`config.mk`:
```
export PLATFORM = sky130hd
export DESIGN_NAME = tri_down_timer
export DESIGN_NICKNAME = d
export VERILOG_FILES = /design/src/rtl/tdt_pkg.sv /design/src/rtl/tdt_decode.sv /design/src/rtl/tdt_counter.sv /design/src/rtl/tri_down_timer.sv
export SDC_FILE = /design/constraint.sdc
export NUM_CORES = 1
export LEC_CHECK = 0
export ABC_AREA = 0
export BUFFER_PORTS_ARGS = -buffer_cell sky130_fd_sc_hd__buf_2
export CORE_MARGIN = 2
export CORE_UTILIZATION = 45
export DETAILED_ROUTE_END_ITERATION = 6
export HOLD_SLACK_MARGIN = 0.02
export MAX_ROUTING_LAYER = met4
export SLEW_MARGIN = 10
export SYNTH_ARGS = -nofsm -noshare
export SYNTH_HDL_FRONTEND = slang
export SYNTH_SLANG_ARGS = --single-unit
```
`constraint.sdc`:
```
create_clock -name clk -period 4.2 [get_ports clk]
set_clock_uncertainty 0.05 [all_clocks]
set_input_delay 0.42 -clock clk [delete_from_list [all_inputs] [get_ports clk]]
set_output_delay 0.42 -clock clk [all_outputs]
set_load 0.05 [all_outputs]
```
`src/rtl/tdt_pkg.sv`:
```
package tdt_pkg;
    localparam int BYTE_W = 8;
    localparam int CNT_W  = 2 * BYTE_W;
    localparam int DIGITS = CNT_W / 4;

    typedef enum logic [1:0] {
        ST_IDLE = 2'd0,
        ST_HALF = 2'd1,
        ST_RUN  = 2'd2,
        ST_TERM = 2'd3
    } cnt_state_e;

    typedef enum logic [1:0] {
        RW_LATCH = 2'b00,
        RW_LO    = 2'b01,
        RW_HI    = 2'b10,
        RW_BOTH  = 2'b11
    } rw_fmt_e;

    typedef struct packed {
        rw_fmt_e    rw;
        logic [2:0] mode;
        logic       bcd;
    } ctr_cfg_t;

    function automatic logic [CNT_W-1:0] count_step(input logic [CNT_W-1:0] v, input logic bcd);
        logic [CNT_W-1:0] r;
        logic             borrow;
        if (!bcd) begin
            r = v - CNT_W'(1);
        end else begin
            r      = v;
            borrow = 1'b1;
            for (int d = 0; d < DIGITS; d++) begin
                if (borrow) begin
                    if (v[d*4 +: 4] == 4'd0) begin
                        r[d*4 +: 4] = 4'd9;
                    end else begin
                        r[d*4 +: 4] = v[d*4 +: 4] - 4'd1;
                        borrow      = 1'b0;
                    end
                end
            end
        end
        return r;
    endfunction
endpackage

```
`src/rtl/tdt_decode.sv`:
```
module tdt_decode
    import tdt_pkg::*;
#(
    parameter int NUM_CTRS = 3,
    localparam int AW      = $clog2(NUM_CTRS + 1)
) (
    input  logic                wr_en,
    input  logic                rd_en,
    input  logic [AW-1:0]       addr,
    input  logic [BYTE_W-1:0]   wdata,
    output ctr_cfg_t            cfg_bus,
    output logic [NUM_CTRS-1:0] cfg_wr,
    output logic [NUM_CTRS-1:0] latch_req,
    output logic [NUM_CTRS-1:0] data_wr,
    output logic [NUM_CTRS-1:0] data_rd
);
    logic       wr_ctrl;
    logic [1:0] sel;
    logic       readback;

    assign wr_ctrl  = wr_en && (addr == AW'(NUM_CTRS));
    assign sel      = wdata[7:6];
    assign readback = (sel == 2'b11);
    assign cfg_bus  = ctr_cfg_t'(wdata[5:0]);

    for (genvar i = 0; i < NUM_CTRS; i++) begin : g_strobe
        logic hit;
        assign hit          = wr_ctrl && (sel == 2'(i));
        assign cfg_wr[i]    = hit && (cfg_bus.rw != RW_LATCH);
        assign latch_req[i] = (hit && (cfg_bus.rw == RW_LATCH))
                           || (wr_ctrl && readback && !wdata[5] && wdata[1 + i]);
        assign data_wr[i]   = wr_en && (addr == AW'(i));
        assign data_rd[i]   = rd_en && (addr == AW'(i));
    end
endmodule

```
`src/rtl/tdt_counter.sv`:
```
module tdt_counter
    import tdt_pkg::*;
(
    input  logic              clk,
    input  logic              rst_n,
    input  logic              tick,
    input  logic              gate,
    input  logic              cfg_wr,
    input  ctr_cfg_t          cfg_in,
    input  logic              latch_req,
    input  logic              data_wr,
    input  logic              data_rd,
    input  logic [BYTE_W-1:0] wdata,
    output logic [BYTE_W-1:0] rd_byte,
    output logic              out_o
);
    cnt_state_e        state_q, state_d;
    ctr_cfg_t          cfg_q;
    logic [CNT_W-1:0]  count_q, count_d;
    logic [CNT_W-1:0]  reload_q, reload_d;
    logic [BYTE_W-1:0] lo_hold_q, lo_hold_d;
    logic              wr_hi_q, wr_hi_d;
    logic              out_q, out_d;
    logic              rd_hi_q;
    logic              latched_q;
    logic [CNT_W-1:0]  latch_val_q;
    logic              rate;
    logic              load_fire;
    logic [CNT_W-1:0]  load_val;
    logic [CNT_W-1:0]  dec_val;
    logic [CNT_W-1:0]  rd_src;
    logic              hi_sel;

    assign rate    = cfg_q.mode[1];
    assign dec_val = count_step(count_q, cfg_q.bcd);

    always_comb begin
        state_d   = state_q;
        count_d   = count_q;
        reload_d  = reload_q;
        out_d     = out_q;
        wr_hi_d   = wr_hi_q;
        lo_hold_d = lo_hold_q;
        load_fire = 1'b0;
        load_val  = '0;
        if (cfg_wr) begin
            state_d = ST_IDLE;
            wr_hi_d = 1'b0;
            out_d   = cfg_in.mode[1];
        end else if (data_wr) begin
            case (cfg_q.rw)
                RW_LO: begin
                    load_fire = 1'b1;
                    load_val  = {{BYTE_W{1'b0}}, wdata};
                end
                RW_HI: begin
                    load_fire = 1'b1;
                    load_val  = {wdata, {BYTE_W{1'b0}}};
                end
                RW_BOTH: begin
                    if (!wr_hi_q) begin
                        wr_hi_d   = 1'b1;
                        lo_hold_d = wdata;
                        state_d   = ST_HALF;
                        if (!rate) out_d = 1'b0;
                    end else begin
                        wr_hi_d   = 1'b0;
                        load_fire = 1'b1;
                        load_val  = {wdata, lo_hold_q};
                    end
                end
                default: ;
            endcase
            if (load_fire) begin
                state_d  = ST_RUN;
                count_d  = load_val;
                reload_d = load_val;
                out_d    = rate;
            end
        end else if (tick && gate) begin
            unique case (state_q)
                ST_RUN, ST_TERM: begin
                    if (rate) begin
                        count_d = (count_q == CNT_W'(1)) ? reload_q : dec_val;
                        out_d   = (count_d != CNT_W'(1));
                    end else begin
                        count_d = dec_val;
                        if (state_q == ST_RUN && dec_val == '0) begin
                            state_d = ST_TERM;
                            out_d   = 1'b1;
                        end
                    end
                end
                default: ;
            endcase
        end
    end

    always_ff @(posedge clk or negedge rst_n) begin
        if (!rst_n) state_q <= ST_IDLE;
        else        state_q <= state_d;
    end

    always_ff @(posedge clk or negedge rst_n) begin
        if (!rst_n) begin
            cfg_q     <= '0;
            count_q   <= '0;
            reload_q  <= '0;
            lo_hold_q <= '0;
            wr_hi_q   <= 1'b0;
            out_q     <= 1'b1;
        end else begin
            if (cfg_wr) cfg_q <= cfg_in;
            count_q   <= count_d;
            reload_q  <= reload_d;
            lo_hold_q <= lo_hold_d;
            wr_hi_q   <= wr_hi_d;
            out_q     <= out_d;
        end
    end

    always_ff @(posedge clk or negedge rst_n) begin
        if (!rst_n) begin
            rd_hi_q     <= 1'b0;
            latched_q   <= 1'b0;
            latch_val_q <= '0;
        end else if (cfg_wr) begin
            rd_hi_q   <= 1'b0;
            latched_q <= 1'b0;
        end else begin
            if (latch_req && !latched_q) begin
                latched_q   <= 1'b1;
                latch_val_q <= count_q;
            end
            if (data_rd) begin
                if (cfg_q.rw == RW_BOTH) rd_hi_q <= !rd_hi_q;
                if (cfg_q.rw != RW_BOTH || rd_hi_q) latched_q <= 1'b0;
            end
        end
    end

    assign rd_src  = latched_q ? latch_val_q : count_q;
    assign hi_sel  = (cfg_q.rw == RW_HI) || (cfg_q.rw == RW_BOTH && rd_hi_q);
    assign rd_byte = hi_sel ? rd_src[CNT_W-1 -: BYTE_W] : rd_src[BYTE_W-1:0];
    assign out_o   = out_q;

    assert_mode0_low_R6: assert property (@(posedge clk) disable iff (!rst_n)
        ((state_q == ST_RUN || state_q == ST_HALF) && !rate) |-> !out_q);

    assert_tc_rise_at_zero_R6: assert property (@(posedge clk) disable iff (!rst_n)
        ($rose(out_q) && !rate) |-> (count_q == '0));

    assert_rate_one_tick_low_R7: assert property (@(posedge clk) disable iff (!rst_n)
        (rate && state_q == ST_RUN && !out_q && tick && gate && !cfg_wr && !data_wr
         && reload_q != CNT_W'(1)) |=> out_q);

    assert_gate_holds_R4: assert property (@(posedge clk) disable iff (!rst_n)
        ((state_q == ST_RUN || state_q == ST_TERM) && !gate && !data_wr && !cfg_wr)
        |=> $stable(count_q));

    assert_latch_frozen_R9: assert property (@(posedge clk) disable iff (!rst_n)
        (latched_q && !data_rd && !cfg_wr) |=> (latched_q && $stable(latch_val_q)));
endmodule

```
`src/rtl/tri_down_timer.sv`:
```
module tri_down_timer
    import tdt_pkg::*;
#(
    parameter int NUM_CTRS = 3,
    localparam int AW      = $clog2(NUM_CTRS + 1)
) (
    input  logic                clk,
    input  logic                rst_n,
    input  logic                wr_en,
    input  logic                rd_en,
    input  logic [AW-1:0]       addr,
    input  logic [BYTE_W-1:0]   wdata,
    output logic [BYTE_W-1:0]   rdata,
    input  logic [NUM_CTRS-1:0] ctr_tick,
    input  logic [NUM_CTRS-1:0] ctr_gate,
    output logic [NUM_CTRS-1:0] ctr_out
);
    ctr_cfg_t                              cfg_bus;
    logic [NUM_CTRS-1:0]                   cfg_wr, latch_req, data_wr, data_rd;
    logic [NUM_CTRS-1:0][BYTE_W-1:0]       rd_bytes;
    logic [BYTE_W-1:0]                     rd_mux;

    tdt_decode #(.NUM_CTRS(NUM_CTRS)) u_decode (
        .wr_en     (wr_en),
        .rd_en     (rd_en),
        .addr      (addr),
        .wdata     (wdata),
        .cfg_bus   (cfg_bus),
        .cfg_wr    (cfg_wr),
        .latch_req (latch_req),
        .data_wr   (data_wr),
        .data_rd   (data_rd)
    );

    for (genvar i = 0; i < NUM_CTRS; i++) begin : g_ctr
        tdt_counter u_ctr (
            .clk       (clk),
            .rst_n     (rst_n),
            .tick      (ctr_tick[i]),
            .gate      (ctr_gate[i]),
            .cfg_wr    (cfg_wr[i]),
            .cfg_in    (cfg_bus),
            .latch_req (latch_req[i]),
            .data_wr   (data_wr[i]),
            .data_rd   (data_rd[i]),
            .wdata     (wdata),
            .rd_byte   (rd_bytes[i]),
            .out_o     (ctr_out[i])
        );
    end

    always_comb begin
        rd_mux = '0;
        for (int i = 0; i < NUM_CTRS; i++) begin
            if (addr == AW'(i)) rd_mux = rd_bytes[i];
        end
    end

    always_ff @(posedge clk or negedge rst_n) begin
        if (!rst_n)     rdata <= '0;
        else if (rd_en) rdata <= rd_mux;
    end

    assert_rdata_hold_R8: assert property (@(posedge clk) disable iff (!rst_n)
        !rd_en |=> $stable(rdata));
endmodule

```
# --- Word level (Yosys, flattened, before mapping) ---
# Cells that the tools add are included.
totals:
  ff_bits: 209
  inputBits: 20
  out_inout_bits: 11
classes:
  add_sub_neg: 15
  n_eq_ne: 45
  muxes: 183
  bitwise: 6
  n_reduce_logical: 125
op_table:
  columns: ["op", "n"]
  rows:
  - ["$mux W16", 27]
  - ["$pmux W16 S3", 3]
  - ["$mux W1", 96]
  - ["$mux W4", 21]
  - ["$mux W2", 27]
  - ["$eq A16 B1 Y1 const B", 3]
  - ["$logic_not A16 Y1", 3]
  - ["$logic_not A4 Y1", 12]
  - ["$mux W8", 6]
  - ["$ne A16 B1 Y1 const B", 3]
  - ["$sub A16 B1 Y16 const B", 3]
  - ["$sub A4 B1 Y4 const B", 12]
  - ["$ne A4 B3 Y1 const B", 9]
  - ["$reduce_and A6 Y1", 6]
  - ["$logic_and A1 B1 Y1", 33]
  - ["$eq A2 B2 Y1 const B", 16]
  - ["$reduce_bool A2 Y1", 16]
  - ["$reduce_bool A3 Y1", 9]
  - ["$reduce_and A4 Y1", 6]
  - ["$reduce_and A2 Y1", 9]
  - ["$ne A2 B2 Y1 const B", 6]
  - ["$reduce_bool A4 Y1", 3]
  - ["$reduce_or A2 Y1", 6]
  - ["$eq A2 B1 Y1 const B", 5]
  - ["other kinds (7)", 34]

# --- Logic depth before layout (Yosys ltp) ---
depth:
  word_depth: 17
  ltp_mapped: 11
  ltp_nobuf: 10

# --- Modules after synthesis ---
# A second synthesis with hierarchy kept.
hier_totals:
  hier_cells: 1346
  area_unflattened_um2: 12744.7
modules_own_cells:
  columns: ["module", "n_inst", "cells_each", "area_each_um2"]
  rows:
  - ["tdt_counter (g_ctr[0].u_ctr ...)", 2, 427, 4003.8]
  - ["tdt_counter (g_ctr[2].u_ctr)", 1, 417, 4012.6]
  - ["tri_down_timer", 1, 47, 525.5]
  - ["tdt_decode", 1, 28, 198.9]

# --- Worst setup path after synthesis ---
# OpenSTA, ideal clock, no wires.
synth_timing:
  path_type: "flip-flop to flip-flop"
  start: "register g_ctr[1].u_ctr.count_q[0]"
  end: "register g_ctr[1].u_ctr.out_q"
  setup_time_ps: 82
  arrival_ps: 3038
  t_required_ps: 4068
  path_slack_ps: 1030
  stages_incl_launch_ff: 12
  path_cell_list: "dfrtp_1 inv_1 ha_1 buf_1 nor2b_1 o21ai_0 o32a_1 or4_4 nor4_4 a311oi_1 o31ai_1 mux2_2"
synth_via:
  elab_chain_cells: 16
  elab_cells_between_ends: 26
  cone_classes: "add/sub (2); eq/ne (2); mux (17); reduce/logical (5)"
synth_rtl:
  columns: ["element", "line_no", "rtl"]
  rows:
  - ["start: declaration", "tdt_counter.sv:19", "logic [CNT_W-1:0] count_q, count_d;"]
  - ["start signal: assignment", "tdt_counter.sv:114", "count_q <= count_d;"]
  - ["$logic_not A4 Y1", "tdt_pkg.sv:36", "if (v[d*4 +: 4] == 4'd0) begin"]
  - ["$mux W1", "tdt_pkg.sv:36", null]
  - ["$mux W1", "tdt_pkg.sv:29", "if (!bcd) begin"]
  - ["$mux W1", "tdt_pkg.sv:35", "if (borrow) begin"]
  - ["$mux W1", "tdt_pkg.sv:29", null]
  - ["$mux W1", "tdt_pkg.sv:35", null]
  - ["$mux W1", "tdt_pkg.sv:29", null]
  - ["$mux W4", "tdt_pkg.sv:35", null]
  - ["$mux W16", "tdt_pkg.sv:29", null]
  - ["$mux W16", "tdt_counter.sv:84", "count_d = (count_q == CNT_W'(1)) ? reload_q : dec_val;"]
  - ["$ne A16 B1 Y1", "tdt_counter.sv:85", "out_d = (count_d != CNT_W'(1));"]
  - ["$mux W1", "tdt_counter.sv:83", "if (rate) begin"]
  - ["$mux W1", "tdt_counter.sv:81", "unique case (state_q)"]
  - ["$mux W1", "tdt_counter.sv:80", "end else if (tick && gate) begin"]
  - ["$mux W1", "tdt_counter.sv:50", "end else if (data_wr) begin"]
  - ["$mux W1", "tdt_counter.sv:46", "if (cfg_wr) begin"]
  - ["end signal: assignment", "tdt_counter.sv:118", "out_q <= out_d;"]
  - ["end: declaration", "tdt_counter.sv:23", "logic out_q, out_d;"]
# Several ways; a longest one is shown, not always the timed one. The select of a mux whose other input is x is not followed.
# A chain may end at the register's enable or synchronous reset.

# --- Final worst setup path ---
layout_timing:
  start: "register g_ctr[2].u_ctr.count_q[0]"
  end: "register g_ctr[2].u_ctr.state_q[0]"
layout_via:
  elab_chain_cells: 13
  elab_cells_between_ends: 18
  cone_classes: "add/sub (2); mux (11); reduce/logical (5)"
layout_rtl:
  columns: ["element", "line_no", "rtl"]
  rows:
  - ["start: declaration", "tdt_counter.sv:19", null]
  - ["start signal: assignment", "tdt_counter.sv:114", null]
  - ["$logic_not A4 Y1", "tdt_pkg.sv:36", null]
  - ["$mux W1", "tdt_pkg.sv:36", null]
  - ["$mux W1", "tdt_pkg.sv:29", null]
  - ["$mux W1", "tdt_pkg.sv:35", null]
  - ["$mux W1", "tdt_pkg.sv:29", null]
  - ["$mux W1", "tdt_pkg.sv:35", null]
  - ["$mux W1", "tdt_pkg.sv:29", null]
  - ["$mux W4", "tdt_pkg.sv:35", null]
  - ["$mux W16 (*)", "tdt_pkg.sv:29", null]
  - ["$logic_not A16 Y1 (*)", "tdt_counter.sv:88", "if (state_q == ST_RUN && dec_val == '0) begin"]
  - ["$logic_and A1 B1 Y1 (*)", "tdt_counter.sv:88", null]
  - ["$reduce_bool A3 Y1 (no source line) (*)", null, null]
  - ["$reduce_and A6 Y1 (no source line) (*)", null, null]
  - ["end signal: assignment", "tdt_counter.sv:101", "else state_q <= state_d;"]
  - ["end: declaration", "tdt_counter.sv:17", "cnt_state_e state_q, state_d;"]
# Every way passes the cells marked *; elsewhere a longest branch is shown, timed or not. The select of a mux whose other input is x is not followed.

==> out/metrics.yaml <==
floorplanning:
  fp-row-count: 60
  ios: 31
  initial_utilization: 0.459
  die_x_um: 170
  core_um2: 27000
  die_h_um: 170
  fp.dieArea_um2: 28800
pwr:
  clockPowerShare: 0.259
  cell_internal_pwr_mw: 5.28
  share_comb_of_total_power: 0.364
  switchingPower_mw: 3.47
  power_density_nw_per_um2: 642
  peakVddDrop_v: 0.000382
  seqPwrFrac: 0.377
  p_leak_nw: 5.89
  swShare: 0.397
global_routing:
  grt_start_max_net_pins: 111
  grt_pass1_wl_um: 58500
  track_usage: 0.266
  gr-total-overflow: 0
  antenna_found_initial: 0
  grt_pass1_vias: 10100
timing:
  period_share: 0.830
  finalSetupViolCount: 0
  maxSlewHeadroom: 0.241
  fin_tns_setup_ns: 0
  fin_crit_ns: 3.48
  worstMarginPinSlew_ns: 1.13
  rsz0062_at_grt: "no"
  slew_viol_final: 0
  fmax_mhz: 287
  hold_violations: 0
layout:
  drive_gt1_frac: 0.172
  final_cell_mix: "dfrtp_1 (203), nand2_1 (173), nor2_1 (138), mux2_2 (84), o21ai_0 (77)"
  syn_to_final_growth_pct: 10.1
  design_area_um2: 13600
  fill_cells: 2539
  nets: 1373
  antennaDiodeCount: 0
  final_common_cell: "dfrtp_1"
cts:
  clk_pin_slew_worst_paths_ns: 0.06
  clk_latency_ns: 0.53
  cts_buffers: 25
  tritoncts: "yes"
  h-tree-depth: 1
  clock_sinks: 206
  clockRootBuffer: "clkbuf_16"
  cts_max_path_buffers: 3
worst_hold_path:
  hp-class: "input pin to flop"
route:
  drc_errors: 0
  drtAntennaViolNets: 0
  drt_iter0_drc: 986
  dr.pass1.iters: 6
  vias: 10400
  viasPerCell: 6.15
  wirelength_um: 36400
  routedWlPerCell_um: 21.6
critical_path:
  path_class: "flop to flop"
  end_kind: "flop"
  startpoint_type: "flop"
  arrival_ns: 3.84
  cp.required_ns: 4.56
  crit_fanout: 11
synthesis:
  synth_area_um2: 12400
  synth_cell_types: 74
  ys.flop_type: "dfrtp_1"
  synthCells: 1357
  ys_seq_elements: 206
  yosysSeqAreaShare: 0.417
  yosys_warnings: 0
  async_flop_share: 1.00
  avgSynthCellArea_um2: 9.12
  synth_edf_count: 0
  synth_nets: 1401
place:
  portBuffers: 30
  dp_hpwl_um: 25700
  placed_area_um2: 12700
  place_congestion: 0.920
status:
  outcome: "complete, no violations"
flow_run:
  cap_violations: 0
==> cells by family (layout without fill, tap and decap cells) <==
family | after synthesis | in the layout | share of synthesized area
AOI/OAI and AO/OA | 320 | 320 | 0.166
adders and majority gates | 24 | 24 | 0.0243
buffers and inverters | 133 | 123 | 0.0425
muxes | 120 | 120 | 0.130
xor gates and xnor gates | 24 | 24 | 0.0170
DFF | 206 | 206 | 0.417
and+or+nand+nor | 530 | 530 | 0.203
==> flip-flops by register name, summed over array words and instances (netlist names) <==
| register | cells |
|---|---|
| g_ctr.u_ctr.latched_q | 3 |
| rdata | 8 |
| g_ctr.u_ctr.count_q | 48 |
| g_ctr.u_ctr.out_o | 3 |
| g_ctr.u_ctr.wr_hi_q | 3 |
| g_ctr.u_ctr.rd_hi_q | 3 |
| g_ctr.u_ctr.latch_val_q | 48 |
| g_ctr.u_ctr.lo_hold_q | 24 |
| g_ctr.u_ctr.reload_q | 48 |
| g_ctr.u_ctr.cfg_q | 12 |
| g_ctr.u_ctr.state_q | 6 |
==> stage by stage <==
step	utilization	setup WS (ns)	power, mW	hold slack (ns)	cells
2_1_floorplan	-	1.03	5.49	0.0744	1357
3_3_place_gp	0.473	0.805	6.45	0.434	1642
3_5_place_dp	0.473	0.741	6.46	0.441	1642
4_1_cts	0.505	0.717	8.76	0.214	1688
5_1_grt	0.506	0.385	9.31	0.233	1688
6_report	0.506	0.716	8.75	0.241	1688
==> critical path, cell delays in order (launching register included) <==
cell	delay (ns)
dfrtp_1	0.50
inv_1	0.18
ha_1	0.30
and2_1	0.23
o21ai_0	0.21
o31a_1	0.28
or2_2	0.30
or4_1	0.51
nor4_1	0.39
nor2b_1	0.13
mux2_2	0.29
==> layer usage <==
layer | GRT usage | wire [um] | vias up | share of wire
met4 | 0.0751 | 1050 | 0 | 0.029
met1 | 0.381 | 17200 | 5103 | 0.47
met5 | - | 0 | - | 0
li1 | - | - | 4880 | -
met3 | 0.0426 | 2220 | 77 | 0.061
met2 | 0.392 | 15900 | 327 | 0.44
==> power groups by stage <==
stage | Sequential, mW | Combinational [mW] | Clock, mW
6_report | 3.30 | 3.18 | 2.27
2_1_floorplan | 2.93 | 2.55 | 0
3_3_place_gp | 3.30 | 3.15 | 0
5_1_grt | 3.39 | 3.54 | 2.38
4_1_cts | 3.28 | 3.17 | 2.31
3_5_place_dp | 3.31 | 3.15 | 0
==> cells in the mapped netlist, drive strengths merged (9+ instances only) <==
master	n	area share
nand4	13	0.0066
and2	12	0.0061
inv	21	0.0064
mux2i	12	0.0097
a31oi	26	0.013
o211ai	11	0.0067
o21ai	79	0.032
nand3	54	0.022
o31ai	11	0.0067
a22oi	26	0.016
nand2b	13	0.0066
dfrtp	203	0.41
or4	9	0.0061
nand2	173	0.052
nor4	21	0.014
a21oi	69	0.028
nor2	141	0.043
nor2b	10	0.0051
clkbuf	92	0.028
mux2	84	0.076
a211oi	37	0.022
xor2	12	0.0085
xnor2	12	0.0085
ha	24	0.024
or3	12	0.0061
mux4	24	0.044
nor3	41	0.017
buf	20	0.0081
==> what timing repair did <==
| action | in CTS | in global routing |
|---|---|---|
| hold buffers | 1 | 0 |
| gates resized for setup | 0 | 0 |
| endpoints found under the hold margin | 107 | 0 |
| setup buffers | 0 | 0 |
| setup endpoints to repair | 0 | 0 |
==> cell type report <==
cell class,instances,area [um^2],share of cell area
sequential,206,5160,0.379
tap,341,427,0.0313
timing repair buffer,57,378,0.0277
clock buffer,37,751,0.0551
clock inverter,8,115,0.00845
multi-input combinational,1018,6720,0.493
inverter,21,78.8,0.00579
==> worst paths after layout <==
check | slack, ns | cells after the start | endpoint | from
worst max register to register | 0.72 | 10 | g_ctr[2].u_ctr.state_q[0] | g_ctr[2].u_ctr.count_q[0]
max in group asynchronous | 2.64 | 3 | g_ctr[2].u_ctr.out_o | rst_n
worst min-delay path | 0.24 | 3 | g_ctr[1].u_ctr.reload_q[12] | wdata[4]
min in group asynchronous | 0.45 | 2 | rdata[1] | rst_n
worst max-delay path | 0.72 | 10 | g_ctr[2].u_ctr.state_q[0] | g_ctr[2].u_ctr.count_q[0]
worst min register to register | 0.45 | 1 | g_ctr[1].u_ctr.latch_val_q[13] | g_ctr[1].u_ctr.latch_val_q[13]
No activity file was read; power rests on OpenSTA's default activity.
